<file path="src/rtl/rew_pkg.sv">
package rew_pkg;

    typedef enum logic [3:0] {
        ST_IDLE,
        ST_SZ_LO,
        ST_SZ_HI,
        ST_CHECK,
        ST_LEN,
        ST_HDR,
        ST_B2,
        ST_B3,
        ST_EMIT,
        ST_DONE,
        ST_FAIL
    } walk_state_e;

    typedef enum logic [1:0] {
        CAUSE_NONE = 2'd0,
        CAUSE_TAIL = 2'd1,
        CAUSE_ZERO = 2'd2,
        CAUSE_OVER = 2'd3
    } walk_cause_e;

    typedef struct packed {
        logic [5:0] index;
        logic       disabled;
        logic       is_port;
        logic       size_err;
        logic       link;
        logic       has_dual;
        logic [3:0] dual_rid;
        logic [5:0] dual_nr;
    } entry_rec_t;

endpackage

</file>
<file path="src/rtl/walk_bounds.sv">
module walk_bounds #(
    parameter int POS_W = 12
) (
    input  logic [POS_W-1:0] pos,
    input  logic [POS_W-1:0] end_pos,
    input  logic [7:0]       len,
    output logic             at_end,
    output logic             lone_tail,
    output logic             len_zero,
    output logic             overrun
);
    localparam int SUM_W = POS_W + 1;

    logic [SUM_W-1:0] next_one;
    logic [SUM_W-1:0] next_ent;
    logic [SUM_W-1:0] end_ext;

    always_comb begin
        end_ext   = {1'b0, end_pos};
        next_one  = {1'b0, pos} + SUM_W'(1);
        next_ent  = {1'b0, pos} + SUM_W'(len);
        at_end    = (pos >= end_pos);
        lone_tail = (next_one == end_ext);
        len_zero  = (len == 8'd0);
        overrun   = (next_ent > end_ext);
    end
endmodule

</file>
<file path="src/rtl/entry_fields.sv">
module entry_fields
    import rew_pkg::*;
#(
    parameter int PORT_LEN = 8
) (
    input  logic [7:0] hdr,
    input  logic [7:0] len,
    input  logic [5:0] b2_keep,
    input  logic [5:0] b3_nr,
    output entry_rec_t rec,
    output logic       needs_detail
);
    logic take;

    always_comb begin
        needs_detail = hdr[7] && !hdr[6];
        rec.index    = hdr[5:0];
        rec.disabled = hdr[6];
        rec.is_port  = hdr[7];
        rec.size_err = needs_detail && (len != 8'(PORT_LEN));
        take         = needs_detail && !rec.size_err;
        rec.has_dual = take && b2_keep[5];
        rec.link     = take && b2_keep[4];
        rec.dual_rid = take ? b2_keep[3:0] : 4'd0;
        rec.dual_nr  = take ? b3_nr : 6'd0;
    end
endmodule

</file>
<file path="src/rtl/walker_fsm.sv">
module walker_fsm
    import rew_pkg::*;
#(
    parameter int ADDR_W   = 11,
    parameter int PAY_W    = 10,
    parameter int SIZE_OFF = 14,
    parameter int HDR_LEN  = 22,
    parameter int BASE_ADD = 13
) (
    input  logic              clk,
    input  logic              rst_n,
    input  logic              start,
    output logic              mem_rd_en,
    output logic [ADDR_W-1:0] mem_addr,
    input  logic [7:0]        mem_rd_data,
    output logic [ADDR_W:0]   pos_q,
    output logic [ADDR_W:0]   end_q,
    output logic [7:0]        len_cur,
    output logic [7:0]        hdr_cur,
    output logic [5:0]        b2_keep_q,
    output logic [5:0]        b3_nr_q,
    input  logic              at_end,
    input  logic              lone_tail,
    input  logic              len_zero,
    input  logic              overrun,
    input  logic              needs_detail,
    input  logic              size_bad,
    output logic              rec_valid,
    output logic              walk_done,
    output logic              walk_err,
    output logic [1:0]        err_code
);
    localparam int POS_W = ADDR_W + 1;

    walk_state_e state_q, state_d;
    logic [7:0]  size_lo_q;
    logic [7:0]  len_q;
    logic [7:0]  hdr_q;
    walk_cause_e cause_q;

    always_comb begin
        len_cur = (state_q == ST_LEN) ? mem_rd_data : len_q;
        hdr_cur = (state_q == ST_HDR) ? mem_rd_data : hdr_q;
    end

    // next state
    always_comb begin
        state_d = state_q;
        unique case (state_q)
            ST_IDLE:  if (start) state_d = ST_SZ_LO;
            ST_SZ_LO: state_d = ST_SZ_HI;
            ST_SZ_HI: state_d = ST_CHECK;
            ST_CHECK: begin
                if (at_end)         state_d = ST_DONE;
                else if (lone_tail) state_d = ST_FAIL;
                else                state_d = ST_LEN;
            end
            ST_LEN: begin
                if (len_zero || overrun) state_d = ST_FAIL;
                else                     state_d = ST_HDR;
            end
            ST_HDR: begin
                if (needs_detail && !size_bad) state_d = ST_B2;
                else                           state_d = ST_EMIT;
            end
            ST_B2:   state_d = ST_B3;
            ST_B3:   state_d = ST_EMIT;
            ST_EMIT: state_d = ST_CHECK;
            ST_DONE: state_d = ST_IDLE;
            ST_FAIL: state_d = ST_IDLE;
            default: state_d = ST_IDLE;
        endcase
    end

    // state register
    always_ff @(posedge clk or negedge rst_n) begin
        if (!rst_n) state_q <= ST_IDLE;
        else        state_q <= state_d;
    end

    // datapath registers
    always_ff @(posedge clk or negedge rst_n) begin
        if (!rst_n) begin
            pos_q     <= '0;
            end_q     <= '0;
            size_lo_q <= '0;
            len_q     <= '0;
            hdr_q     <= '0;
            b2_keep_q <= '0;
            b3_nr_q   <= '0;
            cause_q   <= CAUSE_NONE;
        end else begin
            unique case (state_q)
                ST_IDLE: if (start) cause_q <= CAUSE_NONE;
                ST_SZ_LO: size_lo_q <= mem_rd_data;
                ST_SZ_HI: begin
                    end_q <= POS_W'({mem_rd_data[PAY_W-9:0], size_lo_q}) + POS_W'(BASE_ADD);
                    pos_q <= POS_W'(HDR_LEN);
                end
                ST_CHECK: if (!at_end && lone_tail) cause_q <= CAUSE_TAIL;
                ST_LEN: begin
                    len_q     <= mem_rd_data;
                    b2_keep_q <= '0;
                    b3_nr_q   <= '0;
                    if (len_zero)     cause_q <= CAUSE_ZERO;
                    else if (overrun) cause_q <= CAUSE_OVER;
                end
                ST_HDR:  hdr_q     <= mem_rd_data;
                ST_B2:   b2_keep_q <= {mem_rd_data[7], mem_rd_data[4:0]};
                ST_B3:   b3_nr_q   <= mem_rd_data[5:0];
                ST_EMIT: pos_q     <= pos_q + POS_W'(len_q);
                default: ;
            endcase
        end
    end

    // outputs
    always_comb begin
        mem_rd_en = 1'b0;
        mem_addr  = '0;
        rec_valid = (state_q == ST_EMIT);
        walk_done = (state_q == ST_DONE);
        walk_err  = (state_q == ST_FAIL);
        err_code  = cause_q;
        unique case (state_q)
            ST_IDLE: begin
                mem_rd_en = start;
                mem_addr  = ADDR_W'(SIZE_OFF);
            end
            ST_SZ_LO: begin
                mem_rd_en = 1'b1;
                mem_addr  = ADDR_W'(SIZE_OFF + 1);
            end
            ST_CHECK: begin
                mem_rd_en = !at_end && !lone_tail;
                mem_addr  = ADDR_W'(pos_q);
            end
            ST_LEN: begin
                mem_rd_en = !len_zero && !overrun;
                mem_addr  = ADDR_W'(pos_q + POS_W'(1));
            end
            ST_HDR: begin
                mem_rd_en = needs_detail && !size_bad;
                mem_addr  = ADDR_W'(pos_q + POS_W'(2));
            end
            ST_B2: begin
                mem_rd_en = 1'b1;
                mem_addr  = ADDR_W'(pos_q + POS_W'(3));
            end
            default: ;
        endcase
    end
endmodule

</file>
<file path="src/rtl/rom_entry_walker.sv">
module rom_entry_walker
    import rew_pkg::*;
#(
    parameter int ADDR_W   = 11,
    parameter int PAY_W    = 10,
    parameter int SIZE_OFF = 14,
    parameter int HDR_LEN  = 22,
    parameter int BASE_ADD = 13,
    parameter int PORT_LEN = 8
) (
    input  logic              clk,
    input  logic              rst_n,
    input  logic              start,
    output logic              mem_rd_en,
    output logic [ADDR_W-1:0] mem_addr,
    input  logic [7:0]        mem_rd_data,
    output logic              rec_valid,
    output logic [ADDR_W-1:0] rec_offset,
    output logic [7:0]        rec_len,
    output logic [5:0]        rec_index,
    output logic              rec_disabled,
    output logic              rec_is_port,
    output logic              rec_size_err,
    output logic              rec_link,
    output logic [3:0]        rec_dual_rid,
    output logic              rec_has_dual,
    output logic [5:0]        rec_dual_nr,
    output logic              walk_done,
    output logic              walk_err,
    output logic [1:0]        err_code
);
    localparam int POS_W = ADDR_W + 1;

    logic [POS_W-1:0] pos_q, end_q;
    logic [7:0]       len_cur, hdr_cur;
    logic [5:0]       b2_keep_q, b3_nr_q;
    logic             at_end, lone_tail, len_zero, overrun;
    logic             needs_detail;
    entry_rec_t       rec;

    walker_fsm #(
        .ADDR_W(ADDR_W), .PAY_W(PAY_W), .SIZE_OFF(SIZE_OFF),
        .HDR_LEN(HDR_LEN), .BASE_ADD(BASE_ADD)
    ) u_fsm (
        .clk(clk), .rst_n(rst_n), .start(start),
        .mem_rd_en(mem_rd_en), .mem_addr(mem_addr), .mem_rd_data(mem_rd_data),
        .pos_q(pos_q), .end_q(end_q), .len_cur(len_cur), .hdr_cur(hdr_cur),
        .b2_keep_q(b2_keep_q), .b3_nr_q(b3_nr_q),
        .at_end(at_end), .lone_tail(lone_tail), .len_zero(len_zero), .overrun(overrun),
        .needs_detail(needs_detail), .size_bad(rec.size_err),
        .rec_valid(rec_valid), .walk_done(walk_done), .walk_err(walk_err),
        .err_code(err_code)
    );

    walk_bounds #(.POS_W(POS_W)) u_bounds (
        .pos(pos_q), .end_pos(end_q), .len(len_cur),
        .at_end(at_end), .lone_tail(lone_tail), .len_zero(len_zero), .overrun(overrun)
    );

    entry_fields #(.PORT_LEN(PORT_LEN)) u_fields (
        .hdr(hdr_cur), .len(len_cur), .b2_keep(b2_keep_q), .b3_nr(b3_nr_q),
        .rec(rec), .needs_detail(needs_detail)
    );

    always_comb begin
        rec_offset   = pos_q[ADDR_W-1:0];
        rec_len      = len_cur;
        rec_index    = rec.index;
        rec_disabled = rec.disabled;
        rec_is_port  = rec.is_port;
        rec_size_err = rec.size_err;
        rec_link     = rec.link;
        rec_dual_rid = rec.dual_rid;
        rec_has_dual = rec.has_dual;
        rec_dual_nr  = rec.dual_nr;
    end
endmodule

</file>
<file path="config.mk">
export PLATFORM = sky130hd
export DESIGN_NAME = rom_entry_walker
export DESIGN_NICKNAME = d
export VERILOG_FILES = /design/src/rtl/rew_pkg.sv /design/src/rtl/walk_bounds.sv /design/src/rtl/entry_fields.sv /design/src/rtl/walker_fsm.sv /design/src/rtl/rom_entry_walker.sv
export SDC_FILE = /design/constraint.sdc
export NUM_CORES = 1
export LEC_CHECK = 0
export ABC_AREA = 1
export BUFFER_PORTS_ARGS = -buffer_cell sky130_fd_sc_hd__buf_4
export CAP_MARGIN = 20
export CORE_UTILIZATION = 30
export DETAILED_ROUTE_END_ITERATION = 8
export PLACE_DENSITY_LB_ADDON = 0.25
export REMOVE_ABC_BUFFERS = 1
export SLEW_MARGIN = 20
export SYNTH_ARGS = -nofsm -noshare
export SYNTH_HDL_FRONTEND = slang
export SYNTH_SLANG_ARGS = --single-unit
</file>
<file path="constraint.sdc">
create_clock -name clk -period 7.1 [get_ports clk]
set_clock_uncertainty 0.15 [all_clocks]
set_input_delay 0.71 -clock clk [delete_from_list [all_inputs] [get_ports clk]]
set_output_delay 0.71 -clock clk [all_outputs]
set_load 0.005 [all_outputs]
</file>
==> impl_metrics.toml <==
[outcome]
status = "completed"

[pwr]
power.share.clock = 0.137
power_frac_seq = 0.232
pwr-share-comb = 0.631
p_sw_frac = 0.5030
ir_worst_vdd_v = 0.0002463
pwr_density_cell_nw_per_um2 = 515.3
p_leak_nw = 3.134
totalPowerFinal_mw = 3.232
switching_power_mw = 1.626
internal-power_mw = 1.606

[global_routing]
antenna_found_initial = 0
grt_max_degree = 66
grt_usage = 0.1929
grt_pass1_wl_microns = 26370
grt-ovfl-total = 0
grt_pass1_vias = 4733

[yosys]
synthArstFlopShare = 1.000
synth_cells = 746
syn_area_per_cell_sq_um = 7.138
synth_area_sq_um = 5325
synth_top_area_cell = "dfrtp_1"
synthDistinctLibCells = 43
synth_top_area_frac = 0.3055
ys_seq_area_frac = 0.3055
ys.flop_type = "dfrtp_1"
synth-edff-count = 0
netlist_top_cells_count = "nand2_1 (177), inv_1 (114), dfrtp_1 (65), nor2_1 (57), o21ai_0 (46)"
ys_seq_elements = 65
yosys_warnings = 0
synthTopCellsByArea = "dfrtp_1 (31%), nand2_1 (12%), ha_1 (10%), inv_1 (8.0%), o21ai_0 (4.3%)"
yosysMostFrequentCell = "nand2_1"

[placed_design]
port_buffers = 67
gp_congestion = 0.9213
place_ws_ns = 2.546
dp.cells = 1018
place_area_sq_um = 5981
hpwl_microns = 12800

[clock_tree]
cts_tree = "built"
cts_resized = 0
post_cts_buffers = 0
cts_root_buf = "clkbuf_16"
clk_latency_ns = 0.35
htreeDepth = 3
hold_buffers = 0
cts_buffers = 9
clkTransAtPathRegs_ns = 0.06
cts_buffer_depth = 2
clock-sinks = 65

[critical_path]
critPathLaunchType = "register"
critPathKind = "register to primary output"
cp_max_fo = 7
cp.arrival_ns = 3.80
required_ns = 6.24
end_kind = "primary output"

[die]
fp-row-count = 48
die-height_microns = 135.2
start_util = 0.3079
die_w_microns = 135.2
ioPinCount = 68
core_sq_um = 17300
die_area_sq_um = 18290

[final_layout]
antenna_cells = 0
drive_above_1_share = 0.1634
fillers = 1879
stdcell_count = 1033
final_core_util = 0.3626
layout.nets = 861
fin_area_sq_um = 6271
area_delta_synth_final_pct = 17.76

[timing]
hold_ws_ns = 0.3213
fin_crit_sh = 0.6563
drv_slew = 0
final_hold_viol_count = 0
setup_violations = 0
rsz0062_at_grt = "false"
relSlewSlack = 0.4084
fin_ws_ns = 2.441
final.min_clock_period_ns = 4.659
tightest_slew_ns = 0.8874
fmax_mhz = 214.6
fin_tns_setup_ns = 0

[drt]
drt_iter0_markers = 354
wl_microns = 16870
ant_nets = 0
dr_total_vias = 5071
viasPerCell = 4.909
drc_errors = 0
routedWlPerCell_microns = 16.33
first_pass_iters = 5

[min_path]
holdCritPathClass = "register to register"

[job]
max-cap-violations = 0
[final cells by class]
class,count,area (sq um),area share
repair buffers,69,518.0,0.08260
inverters,119,446.7,0.07123
clock buffers,12,266.5,0.04250
flip-flops and latches,65,1627,0.2594
well taps,225,281.5,0.04489
multi-input cells,540,3108,0.4956
clock inverters,3,23.77,0.003791
[kinds of logic (layout without fill, tap and decap cells)]
| logic type | count (synthesis) | count (layout) | share of synthesized area |
|---|---|---|---|
| and+or+nand+nor | 340 | 340 | 0.2883 |
| xor gates and xnor gates | 21 | 21 | 0.03454 |
| DFF | 65 | 65 | 0.3055 |
| buffers and inverters | 141 | 203 | 0.1109 |
| adders and majority gates | 46 | 46 | 0.1123 |
| AOI/OAI and AO/OA | 133 | 133 | 0.1485 |
[cell usage in the layout (no fill, tap or decap), types with 16 or more instances in the layout]
cell type	Yosys	routed
o22ai_1	16	16
ha_1	43	43
nor2_1	57	57
dfrtp_1	65	65
nand2_1	177	177
a21oi_1	34	34
nand3_1	43	43
o21ai_0	46	46
inv_1	114	114
nor2_2	19	19
buf_4	14	69
[sequential cells by signal, indices dropped and copies added (netlist names)]
signal           count
u_fsm.b2_keep_q      6
u_fsm.end_q         11
u_fsm.len_q          8
u_fsm.size_lo_q      8
u_fsm.err_code       2
u_fsm.b3_nr_q        6
u_fsm.hdr_q          8
u_fsm.pos_q         12
u_fsm.state_q        4
[power groups by stage]
stage | Sequential, mW | Clock (mW) | Combinational (mW)
after floorplan | 0.663 | 0 | 1.45
after global placement | 0.751 | 0 | 2.01
after detailed placement | 0.752 | 0 | 2.03
after CTS | 0.746 | 0.451 | 2.04
after global routing | 0.774 | 0.467 | 2.35
final | 0.749 | 0.443 | 2.04
[metal layers]
| layer | wire, microns | vias to the layer above | track usage | part of all wire |
|---|---|---|---|---|
| met5 | 0 | - | 0 | 0 |
| met4 | 296 | 0 | 0.05743 | 0.018 |
| met3 | 928 | 18 | 0.04527 | 0.055 |
| met2 | 7541 | 151 | 0.3006 | 0.45 |
| met1 | 8098 | 2343 | 0.2636 | 0.48 |
| li1 | - | 2559 | - | - |
[worst paths after layout]
| check | start | endpoint | slack [ns] | cells after the start |
|---|---|---|---|---|
| max | u_fsm.state_q[0] | mem_rd_en | 2.44 | 21 |
| min | u_fsm.err_code[1] | u_fsm.err_code[1] | 0.32 | 2 |
| max reg2reg | u_fsm.state_q[0] | u_fsm.state_q[1] | 3.43 | 21 |
| min reg2reg | u_fsm.err_code[1] | u_fsm.err_code[1] | 0.32 | 2 |
| max in group asynchronous | rst_n | u_fsm.end_q[7] | 5.89 | 1 |
| min in group asynchronous | rst_n | u_fsm.b3_nr_q[5] | 0.34 | 1 |
[critical path: stages (launching register included)]
cell and delay [ns]:
dfrtp_1 0.48, nor2_4 0.25, nand3_1 0.11, nand2_1 0.09, inv_1 0.07, ha_1 0.21, fa_1 0.41, nand3_1 0.10
nand2_1 0.10, nand4_1 0.09, nand2_1 0.10, xor2_1 0.15, ha_1 0.31, a21oi_1 0.16, o21a_1 0.14, nand2_1 0.05
nand2_1 0.05, nand2_1 0.04, nand2_1 0.12, nand3_2 0.16, nand4_1 0.13, buf_4 0.11
Note: power is estimated with default switching activity, not from simulation.
